## config.mk

```make
export PLATFORM = sky130hd
export DESIGN_NAME = mmu_xlate
export DESIGN_NICKNAME = d
export VERILOG_FILES = /design/src/rtl/mmu_pkg.sv /design/src/rtl/mmu_ctrl.sv /design/src/rtl/mmu_dpath.sv /design/src/rtl/mmu_xlate.sv
export SDC_FILE = /design/constraint.sdc
export NUM_CORES = 1
export LEC_CHECK = 0
export BUFFER_PORTS_ARGS = -buffer_cell sky130_fd_sc_hd__buf_2
export CAP_MARGIN = 20
export CORE_MARGIN = 5
export CORE_UTILIZATION = 65
export CTS_CLUSTER_SIZE = 30
export DETAILED_ROUTE_END_ITERATION = 12
export GPL_TIMING_DRIVEN = 0
export PLACE_DENSITY = 0.86
export SLEW_MARGIN = 0
export SYNTH_ARGS = -nofsm -noshare
export SYNTH_HDL_FRONTEND = slang
export SYNTH_HIERARCHICAL = 1
export SYNTH_SLANG_ARGS = --single-unit
```

## constraint.sdc

```tcl
create_clock -name clk -period 9.55 [get_ports clk]
set_input_delay 0.4775 -clock clk [delete_from_list [all_inputs] [get_ports clk]]
set_output_delay 0.4775 -clock clk [all_outputs]
set_load 0.02 [all_outputs]
```

## src/rtl/mmu_pkg.sv

```systemverilog
package mmu_pkg;
  localparam int VA_W  = 14;
  localparam int PA_W  = 12;
  localparam int OFF_W = 6;
  localparam int WAYS  = 4;
  localparam int SETS  = 4;

  localparam int VPN_W = VA_W - OFF_W;
  localparam int PPN_W = PA_W - OFF_W;
  localparam int IDX_W = $clog2(SETS);
  localparam int TAG_W = VPN_W - IDX_W;
  localparam int WAY_W = $clog2(WAYS);
  localparam int PTE_W = PPN_W + 4;

  typedef enum logic [1:0] {
    ACC_READ  = 2'd0,
    ACC_WRITE = 2'd1,
    ACC_FETCH = 2'd2,
    ACC_RSVD  = 2'd3
  } acc_e;

  // strobes from control to datapath
  typedef struct packed {
    logic latchReq;
    logic respHit;
    logic respWalk;
    logic fillEn;
    logic flushAll;
  } ctl_t;

  function automatic logic permOk(acc_e kind, logic rd, logic wr, logic ex);
    case (kind)
      ACC_READ:  permOk = rd;
      ACC_WRITE: permOk = wr;
      ACC_FETCH: permOk = ex;
      default:   permOk = 1'b0;
    endcase
  endfunction
endpackage

```

## src/rtl/mmu_ctrl.sv

```systemverilog
module mmu_ctrl
  import mmu_pkg::*;
(
  input  logic clk,
  input  logic rstN,
  input  logic reqValid,
  input  logic lookupHit,
  input  logic memRspValid,
  input  logic pteValid,
  input  logic flush,
  output logic reqReady,
  output logic memReqValid,
  output ctl_t ctl
);
  typedef enum logic {ST_IDLE, ST_WALK} state_e;
  state_e state;
  logic dropFill;
  logic accept;

  always_comb begin
    reqReady     = (state == ST_IDLE);
    memReqValid  = (state == ST_WALK);
    accept       = reqValid && reqReady;
    ctl.latchReq = accept && !lookupHit;
    ctl.respHit  = accept && lookupHit;
    ctl.respWalk = (state == ST_WALK) && memRspValid;
    ctl.fillEn   = ctl.respWalk && pteValid && !dropFill && !flush;
    ctl.flushAll = flush;
  end

  always_ff @(posedge clk) begin
    if (!rstN) begin
      state    <= ST_IDLE;
      dropFill <= 1'b0;
    end else begin
      case (state)
        ST_IDLE: if (ctl.latchReq) state <= ST_WALK;
        ST_WALK: if (memRspValid) state <= ST_IDLE;
        default: state <= ST_IDLE;
      endcase
      if (ctl.latchReq) dropFill <= 1'b0;
      else if (state == ST_WALK && flush) dropFill <= 1'b1;
    end
  end
endmodule

```

## src/rtl/mmu_dpath.sv

```systemverilog
module mmu_dpath
  import mmu_pkg::*;
(
  input  logic             clk,
  input  logic             rstN,
  input  logic [VA_W-1:0]  reqVaddr,
  input  logic [1:0]       reqKind,
  input  logic [PA_W-1:0]  ptBase,
  input  logic [PTE_W-1:0] memRspData,
  input  ctl_t             ctl,
  output logic             lookupHit,
  output logic             pteValid,
  output logic [PA_W-1:0]  memAddr,
  output logic             respValid,
  output logic [PA_W-1:0]  respPaddr,
  output logic             respPageFault,
  output logic             respProtFault
);
  logic [TAG_W-1:0] tagArr  [SETS][WAYS];
  logic [PPN_W-1:0] ppnArr  [SETS][WAYS];
  logic [2:0]       permArr [SETS][WAYS];
  logic [WAYS-1:0]  vldArr  [SETS];
  logic [WAY_W-1:0] rrPtr   [SETS];

  // lookup on the incoming request
  logic [VPN_W-1:0] reqVpn;
  logic [IDX_W-1:0] reqSet;
  logic [TAG_W-1:0] reqTag;
  logic [WAYS-1:0]  hitVec;
  logic [PPN_W-1:0] hitPpn;
  logic [2:0]       hitPerm;

  assign reqVpn = reqVaddr[VA_W-1:OFF_W];
  assign reqSet = reqVpn[IDX_W-1:0];
  assign reqTag = reqVpn[VPN_W-1:IDX_W];

  for (genvar w = 0; w < WAYS; w++) begin : g_cmp
    assign hitVec[w] = vldArr[reqSet][w] && (tagArr[reqSet][w] == reqTag);
  end

  assign lookupHit = |hitVec;

  always_comb begin
    hitPpn  = '0;
    hitPerm = '0;
    for (int w = 0; w < WAYS; w++) begin
      if (hitVec[w]) begin
        hitPpn  = ppnArr[reqSet][w];
        hitPerm = permArr[reqSet][w];
      end
    end
  end

  // request held during a table walk
  logic [VA_W-1:0]  curVaddr;
  acc_e             curKind;
  logic [VPN_W-1:0] curVpn;
  logic [IDX_W-1:0] curSet;
  logic [TAG_W-1:0] curTag;

  assign curVpn  = curVaddr[VA_W-1:OFF_W];
  assign curSet  = curVpn[IDX_W-1:0];
  assign curTag  = curVpn[VPN_W-1:IDX_W];
  assign memAddr = ptBase + {{(PA_W-VPN_W){1'b0}}, curVpn};

  always_ff @(posedge clk) begin
    if (!rstN) begin
      curVaddr <= '0;
      curKind  <= ACC_READ;
    end else if (ctl.latchReq) begin
      curVaddr <= reqVaddr;
      curKind  <= acc_e'(reqKind);
    end
  end

  // page table entry fields
  logic [PPN_W-1:0] ptePpn;
  logic             pteRd, pteWr, pteEx;
  assign pteValid = memRspData[0];
  assign pteRd    = memRspData[1];
  assign pteWr    = memRspData[2];
  assign pteEx    = memRspData[3];
  assign ptePpn   = memRspData[PTE_W-1:4];

  // victim way: lowest free way, else round-robin pointer
  logic [WAY_W-1:0] victim;
  logic             hasFree;

  always_comb begin
    victim  = rrPtr[curSet];
    hasFree = 1'b0;
    for (int w = WAYS - 1; w >= 0; w--) begin
      if (!vldArr[curSet][w]) begin
        victim  = WAY_W'(w);
        hasFree = 1'b1;
      end
    end
  end

  always_ff @(posedge clk) begin
    if (!rstN) begin
      for (int s = 0; s < SETS; s++) begin
        vldArr[s] <= '0;
        rrPtr[s]  <= '0;
      end
    end else if (ctl.flushAll) begin
      for (int s = 0; s < SETS; s++) vldArr[s] <= '0;
    end else if (ctl.fillEn) begin
      vldArr[curSet][victim] <= 1'b1;
      if (!hasFree) rrPtr[curSet] <= victim + WAY_W'(1);
    end
  end

  always_ff @(posedge clk) begin
    if (ctl.fillEn) begin
      tagArr[curSet][victim]  <= curTag;
      ppnArr[curSet][victim]  <= ptePpn;
      permArr[curSet][victim] <= {pteEx, pteWr, pteRd};
    end
  end

  // response register
  logic hitOk, walkOk;
  assign hitOk  = permOk(acc_e'(reqKind), hitPerm[0], hitPerm[1], hitPerm[2]);
  assign walkOk = permOk(curKind, pteRd, pteWr, pteEx);

  always_ff @(posedge clk) begin
    if (!rstN) begin
      respValid     <= 1'b0;
      respPaddr     <= '0;
      respPageFault <= 1'b0;
      respProtFault <= 1'b0;
    end else begin
      respValid     <= ctl.respHit || ctl.respWalk;
      respPaddr     <= '0;
      respPageFault <= 1'b0;
      respProtFault <= 1'b0;
      if (ctl.respHit) begin
        respProtFault <= !hitOk;
        if (hitOk) respPaddr <= {hitPpn, reqVaddr[OFF_W-1:0]};
      end else if (ctl.respWalk) begin
        if (!pteValid) begin
          respPageFault <= 1'b1;
        end else begin
          respProtFault <= !walkOk;
          if (walkOk) respPaddr <= {ptePpn, curVaddr[OFF_W-1:0]};
        end
      end
    end
  end
endmodule

```

## src/rtl/mmu_xlate.sv

```systemverilog
module mmu_xlate
  import mmu_pkg::*;
(
  input  logic             clk,
  input  logic             rstN,
  input  logic             reqValid,
  output logic             reqReady,
  input  logic [VA_W-1:0]  reqVaddr,
  input  logic [1:0]       reqKind,
  input  logic [PA_W-1:0]  ptBase,
  input  logic             flush,
  output logic             respValid,
  output logic [PA_W-1:0]  respPaddr,
  output logic             respPageFault,
  output logic             respProtFault,
  output logic             memReqValid,
  output logic [PA_W-1:0]  memAddr,
  input  logic             memRspValid,
  input  logic [PTE_W-1:0] memRspData
);
  ctl_t ctl;
  logic lookupHit;
  logic pteValid;

  mmu_ctrl u_ctrl (
    .clk         (clk),
    .rstN        (rstN),
    .reqValid    (reqValid),
    .lookupHit   (lookupHit),
    .memRspValid (memRspValid),
    .pteValid    (pteValid),
    .flush       (flush),
    .reqReady    (reqReady),
    .memReqValid (memReqValid),
    .ctl         (ctl)
  );

  mmu_dpath u_dpath (
    .clk           (clk),
    .rstN          (rstN),
    .reqVaddr      (reqVaddr),
    .reqKind       (reqKind),
    .ptBase        (ptBase),
    .memRspData    (memRspData),
    .ctl           (ctl),
    .lookupHit     (lookupHit),
    .pteValid      (pteValid),
    .memAddr       (memAddr),
    .respValid     (respValid),
    .respPaddr     (respPaddr),
    .respPageFault (respPageFault),
    .respProtFault (respProtFault)
  );
endmodule

```

# Yosys cells after proc, flatten, opt, wreduce, memory -nomap -nowiden
# Memories as Yosys holds them, arrays and structs flattened. A register that Yosys moved wholly into a read port is not among the register bits.
# Index checks and enable logic that the tools add are counted.
# word_totals
reg_bits	33
mem_bits_rw	264
input_bits	43
output_inout_bits	29
word_cells	127
memories	5
# mem_list
name	words	width	read_ports	rd_clocked_by_memory_dff	write_ports	line	rtl
u_dpath.ppnArr	4	24	1	0	1	mmu_dpath.sv:20	logic [PPN_W-1:0] ppnArr [SETS][WAYS];
u_dpath.tagArr	4	24	1	0	1	mmu_dpath.sv:19	logic [TAG_W-1:0] tagArr [SETS][WAYS];
u_dpath.permArr	4	12	1	0	1	mmu_dpath.sv:21	logic [2:0] permArr [SETS][WAYS];
u_dpath.vldArr	4	4	2	1	4	mmu_dpath.sv:22	logic [WAYS-1:0] vldArr [SETS];
u_dpath.rrPtr	4	2	1	1	4	mmu_dpath.sv:23	logic [WAY_W-1:0] rrPtr [SETS];
# op_classes
addsub	2
n_lt_le_gt_ge	4
n_eq_ne	8
muxes	65
n_bitwise	8
n_reduce_logical	27
# ops
op	n
$mux W12	6
$mux W6	5
$mux W4	7
$eq A6 B6 Y1	4
$mux W1	24
$mux W24	1
$mux W2	11
$mux W3	5
$logic_and A1 B1 Y1	14
$add A12 B8 Y12	1
$demux W6 S2	1
$reduce_or A4 Y1	2
$demux W3 S2	1
$pmux W1 S3	2
$logic_not A1 Y1	5
$eq A2 B1 Y1 const B	2
$eq A2 B2 Y1 const B	2
$logic_not A2 Y1	2
$or A1 B1 Y1	4
$reduce_or A2 Y1	2
$ge A3 B3 Y1 const B	1
$lt A2 B3 Y1 const B	1
$lt A3 B1 Y1 const B	1
$not A1 Y1	3
other kinds (7)	7

# Logic depth before layout (Yosys ltp)
# depth
word_depth	11
depth_mapped	15
ltp_nobuf	12

# By module
# Netlist, hierarchy kept.
# by_module_without_submodules
mod	n_inst	cells_each	area_each_um2
mmu_dpath	1	744	12309.3
mmu_ctrl	1	14	113.9

# Worst setup path before layout
# Ideal clock, no wire load.
# synth_path
kind	input-to-reg
start	in reqVaddr[7]
end	reg (tool-made name)
arrival_time_ns	3.318
path_slack_ns	6.112
path_stages	14
path_cell_list	buf_6 > buf_6 > buf_6 > mux2i_1 > nor2_1 > a221oi_1 > nor3b_4 > buf_6 > nand3b_1 > nor3b_2 > clkbuf_1 > clkbuf_1 > mux2i_1 > nor2b_1
# synth_lines
item	line	rtl
start, declared	mmu_xlate.sv:8	input logic [VA_W-1:0] reqVaddr,

==> results by stage <==
Outcome:
- The run finished with clean final reports.

Floorplanning:
- The overall die width is 148.3 um.
- The vertical die dimension is 148.3 um.
- In this run the core area contains 50 standard-cell rows.
- The number of placed I/O pins is 72.
- The die covers 21980 um^2.
- The initial utilization of the core area, before any placement, comes to 0.6619.
- The floorplan step defined a core boundary enclosing 18770 um^2.

Setup path:
- The highest fanout seen on the critical path is 10.
- The category of the most critical setup path is flip-flop to flip-flop.
- For the worst setup path, the data required time is 9.97 ns.
- Across all register-to-register paths, the minimum setup slack is 5.41 ns.
- Data on the critical path arrives at its endpoint at 4.56 ns.
- The endpoint class of the critical path is a flip-flop.
- The sort of element at the start of the critical path is a flip-flop.

CTS:
- The count of clock tree sinks is 299.
- The number of post-CTS setup repair buffers is 0.
- In this run the number of H-tree levels came out at 1.
- The latest clock arrival within the worst-skew pair is 0.54 ns.
- The number of buffers added to fix hold violations after cts is 0.
- Clock tree synthesis selected as its root buffer the cell sky130_fd_sc_hd__clkbuf_16.
- TritonCTS built the clock tree.
- After clock tree synthesis, the repair step resized 0 gates.
- The number of buffers between clock root and the deepest sink is 3.
- Clock-pin slew was measured on the worst setup and hold paths at 0.06 ns.
- The TritonCTS buffer count is 29.

Route:
- In this run the remaining antenna-violating nets after routing total 0.
- Across all layers, the routed design uses 7536 vias.
- The via count normalized by instance count is 6.693.
- The number of optimization iterations in the first detailed-route pass is 5.
- The detailed router put a total of 10410 um of wire on met1.
- The DRC violations left is 0.
- Detailed routing placed a total of 3261 um of wire on met3.
- The first-iteration detailed-routing DRC count is 737.
- After detailed routing, no signal wire sits above met4.
- Summed over all nets, wire length on met2 after detailed routing comes to 15120 um.
- The final routed wirelength across all metal layers is 30160 um.
- The routed wire length per instance is 26.79 um.

Run:
- Max-cap violations in this run came to 0.

GRT:
- In the global route stage, overall resource usage came out at 0.2778.
- The maximum number of pins on one net before global-route repair is 19.
- The via count of the first global-routing pass was 7703.
- The remaining global-route overflow is 0.
- The wire length of the first global-routing pass is 45290 um.
- The initial antenna violation count is 0.

Logic synthesis:
- When the netlist entered floorplanning its net count stood at 814.
- The cell area that synthesis handed to floorplanning was 12420 um^2.
- The largest area contributor in the synthesized netlist is sky130_fd_sc_hd__edfxtp_1.
- Counting instances in the post-synthesis netlist gives the leading cell types as sky130_fd_sc_hd__edfxtp_1 (248), sky130_fd_sc_hd__nor2_1 (67), sky130_fd_sc_hd__mux4_2 (52).
- The area share of the largest cell type after synthesis is 0.5995.
- The most frequently used cell type in the post-synthesis netlist is sky130_fd_sc_hd__edfxtp_1.
- By area the synthesized netlist is led by sky130_fd_sc_hd__edfxtp_1 (60%), sky130_fd_sc_hd__mux4_2 (9.4%), sky130_fd_sc_hd__dfxtp_1 (8.2%), sky130_fd_sc_hd__mux2i_1 (3.6%), sky130_fd_sc_hd__nor2_1 (2.0%).
- The number of synthesized flops with an enable pin is 248.
- Synthesis inferred 299 register bits.
- The number of instances in the synthesized netlist is 758.
- The proportion of register bits with asynchronous set or reset after synthesis is 0.
- The most used flip-flop cell after synthesis is sky130_fd_sc_hd__edfxtp_1.
- The Yosys warning count is 6.
- The number of different library cells used by synthesis comes to 63.
- The average footprint of a synthesized cell is 16.39 um^2.
- The sequential fraction of the synthesis area is 0.6816.

Placed design:
- The number of port buffers is 67.
- Detailed placement finished with a half-perimeter wire length of 19320 um.
- The final weighted congestion of routability-driven global placement is 0.8579.
- The worst setup slack before clock tree synthesis is 5.096 ns.
- In this run the cell area measured after placement is 13330 um^2.

Timing:
- Headroom to the max-slew limit came out at 0.3278.
- After layout, the minimum clock period comes to 4.141 ns.
- The number of hold violations in the final report is 0.
- For the pin with the worst max-slew slack, the measured transition is 1.008 ns.
- The smallest hold slack is 0.1489 ns.
- The final setup skew is 0.01397 ns.
- The final count of pins violating max slew is 0.
- Setup slack closes at 5.409 ns.
- Setup repair after global routing left no endpoint under its margin.
- Setup violations remaining at the end of the flow were counted as 0.
- In the finished design, the share of the clock period the worst path needs comes to 0.4336.
- The upper clock frequency limit is 241.5 MHz.
- The total negative slack is 0 ns.

Power:
- Of the total power, the share spent switching nets is 0.2141.
- The proportion of power drawn by combinational gates is 0.062.
- The worst-case IR drop observed on VDD is 0.1472 mV.
- The internal power summed over all cells is 0.002081 W.
- The sequential fraction of design power is 0.541.
- For this design the static power due to leakage is 4.966 nW.
- The clock network fraction of design power is 0.397.
- The total power divided by cell area is 186.7 nW/um^2.
- Summed over all nets, the switching power comes to 0.0005669 W.

Layout:
- The number of nets in the layout is 928.
- The footprint of the flip-flops and latches is 8468 um^2.
- The final design instance area without fill is 14180 um^2.
- The number of antenna diodes in the final layout is 0.
- The proportion of layout cells with a drive suffix above 1 is 0.2500.
- The post-synthesis to final-layout area growth is 14.15%.
- The multi-input logic area is 3702 um^2.
- Fill cells in the final layout number 997.

Worst hold path:
- In this run the worst hold path is classified as primary input to flip-flop.
worst max-delay path: stages (launching register included):
cell and delay [ns]:
sky130_fd_sc_hd__edfxtp_1 0.38, sky130_fd_sc_hd__mux4_2 0.48, sky130_fd_sc_hd__xor2_1 0.19, sky130_fd_sc_hd__nor4_2 0.07, sky130_fd_sc_hd__nand4_2 0.34, sky130_fd_sc_hd__and2_1 0.20, sky130_fd_sc_hd__buf_4 0.19, sky130_fd_sc_hd__nand3b_1 0.16
sky130_fd_sc_hd__nor3b_2 0.25, sky130_fd_sc_hd__clkbuf_1 0.49, sky130_fd_sc_hd__clkbuf_1 0.81, sky130_fd_sc_hd__mux2i_1 0.34, sky130_fd_sc_hd__nor2b_1 0.10
kinds of logic after synthesis:
family | after synthesis | synth area share
xor+xnor | 40 | 0.02820
buf+inv | 54 | 0.02357
fa+ha+maj | 13 | 0.01370
simple gates | 172 | 0.07110
mux | 101 | 0.1342
compound gates | 79 | 0.04764
flops | 299 | 0.6816
cell type report:
type	instances	area share
sequential	299	0.5971
multi-input combinational	405	0.2611
clock buffer	42	0.05532
timing repair buffer	83	0.04032
tap	234	0.02065
buffer	38	0.01641
clock inverter	9	0.004853
inverter	16	0.004235
layer usage:
| layer | up-vias | GRT usage |
|---|---|---|
| li1 | 3139 | - |
| met1 | 3724 | 0.3478 |
| met2 | 567 | 0.4647 |
| met3 | 106 | 0.06673 |
| met4 | 0 | 0.1279 |
| met5 | - | 0 |
state kept, by name, summed over array words and instances, names as in the netlist, named ones only:
register and count:
u_ctrl/dropFill 1, u_ctrl/memReqValid 1, u_dpath/curKind 2, u_dpath/curVaddr 14, u_dpath/permArr 48, u_dpath/ppnArr 96, u_dpath/respPaddr 12, u_dpath/respPageFault 1
u_dpath/respProtFault 1, u_dpath/respValid 1, u_dpath/rrPtr 8, u_dpath/tagArr 96, u_dpath/vldArr 16
per-stage QoR:
step / utilization / cells / total power (W)
finish: 0.7556 / 1126 / 0.002648
global placement: 0.6954 / 1059 / 0.001611
detailed placement: 0.7101 / 1075 / 0.001620
floorplan: - / 758 / 0.001562
CTS: 0.7556 / 1126 / 0.002655
global route: 0.7556 / 1126 / 0.002729
placed cells by master, fill, tap and decap left out, drive strengths merged, types with 2 or more instances in the layout:
master	n
a31oi	3
nand2b	8
nor2b	22
a21bo	3
inv	16
clkinv	8
dfxtp	51
nand2	30
nor3b	5
o2111ai	2
mux2i	45
mux2	4
nand3b	2
nand4	4
a21oi	12
and3	4
a21boi	4
o21a	3
nor2	67
o21ai	17
o211ai	6
nand3	5
or2	5
or3	4
xnor2	27
nor3	9
mux4	52
o311ai	2
xor2	13
clkbuf	60
o32ai	2
ha	12
and2	4
edfxtp	248
o21ba	3
a32o	14
a21o	2
buf	103
path summary, 6_finish.rpt:
path                                                  startpoint                               end  cells past startpoint
worst max register to register    u_dpath/tagArr[3][9]$_DFFE_PP_  u_dpath/curVaddr[8]$_SDFFE_PN0P_                     12
worst min-delay path                               memRspData[0]  u_dpath/respPageFault$_SDFF_PP0_                      2
worst max-delay path              u_dpath/tagArr[3][9]$_DFFE_PP_  u_dpath/curVaddr[8]$_SDFFE_PN0P_                     12
worst min register to register  u_dpath/curVaddr[1]$_SDFFE_PN0P_   u_dpath/respPaddr[1]$_SDFF_PN0_                      1
power by group through the flow:
stage	logic (W)	registers, W	clock network [W]
2_1_floorplan	0.000106	0.00146	0
3_3_place_gp	0.000152	0.00146	0
3_5_place_dp	0.000159	0.00146	0
4_1_cts	0.000163	0.00143	0.00106
5_1_grt	0.000176	0.00143	0.00112
6_report	0.000164	0.00143	0.00105
Power figures use the tool's default switching activity.
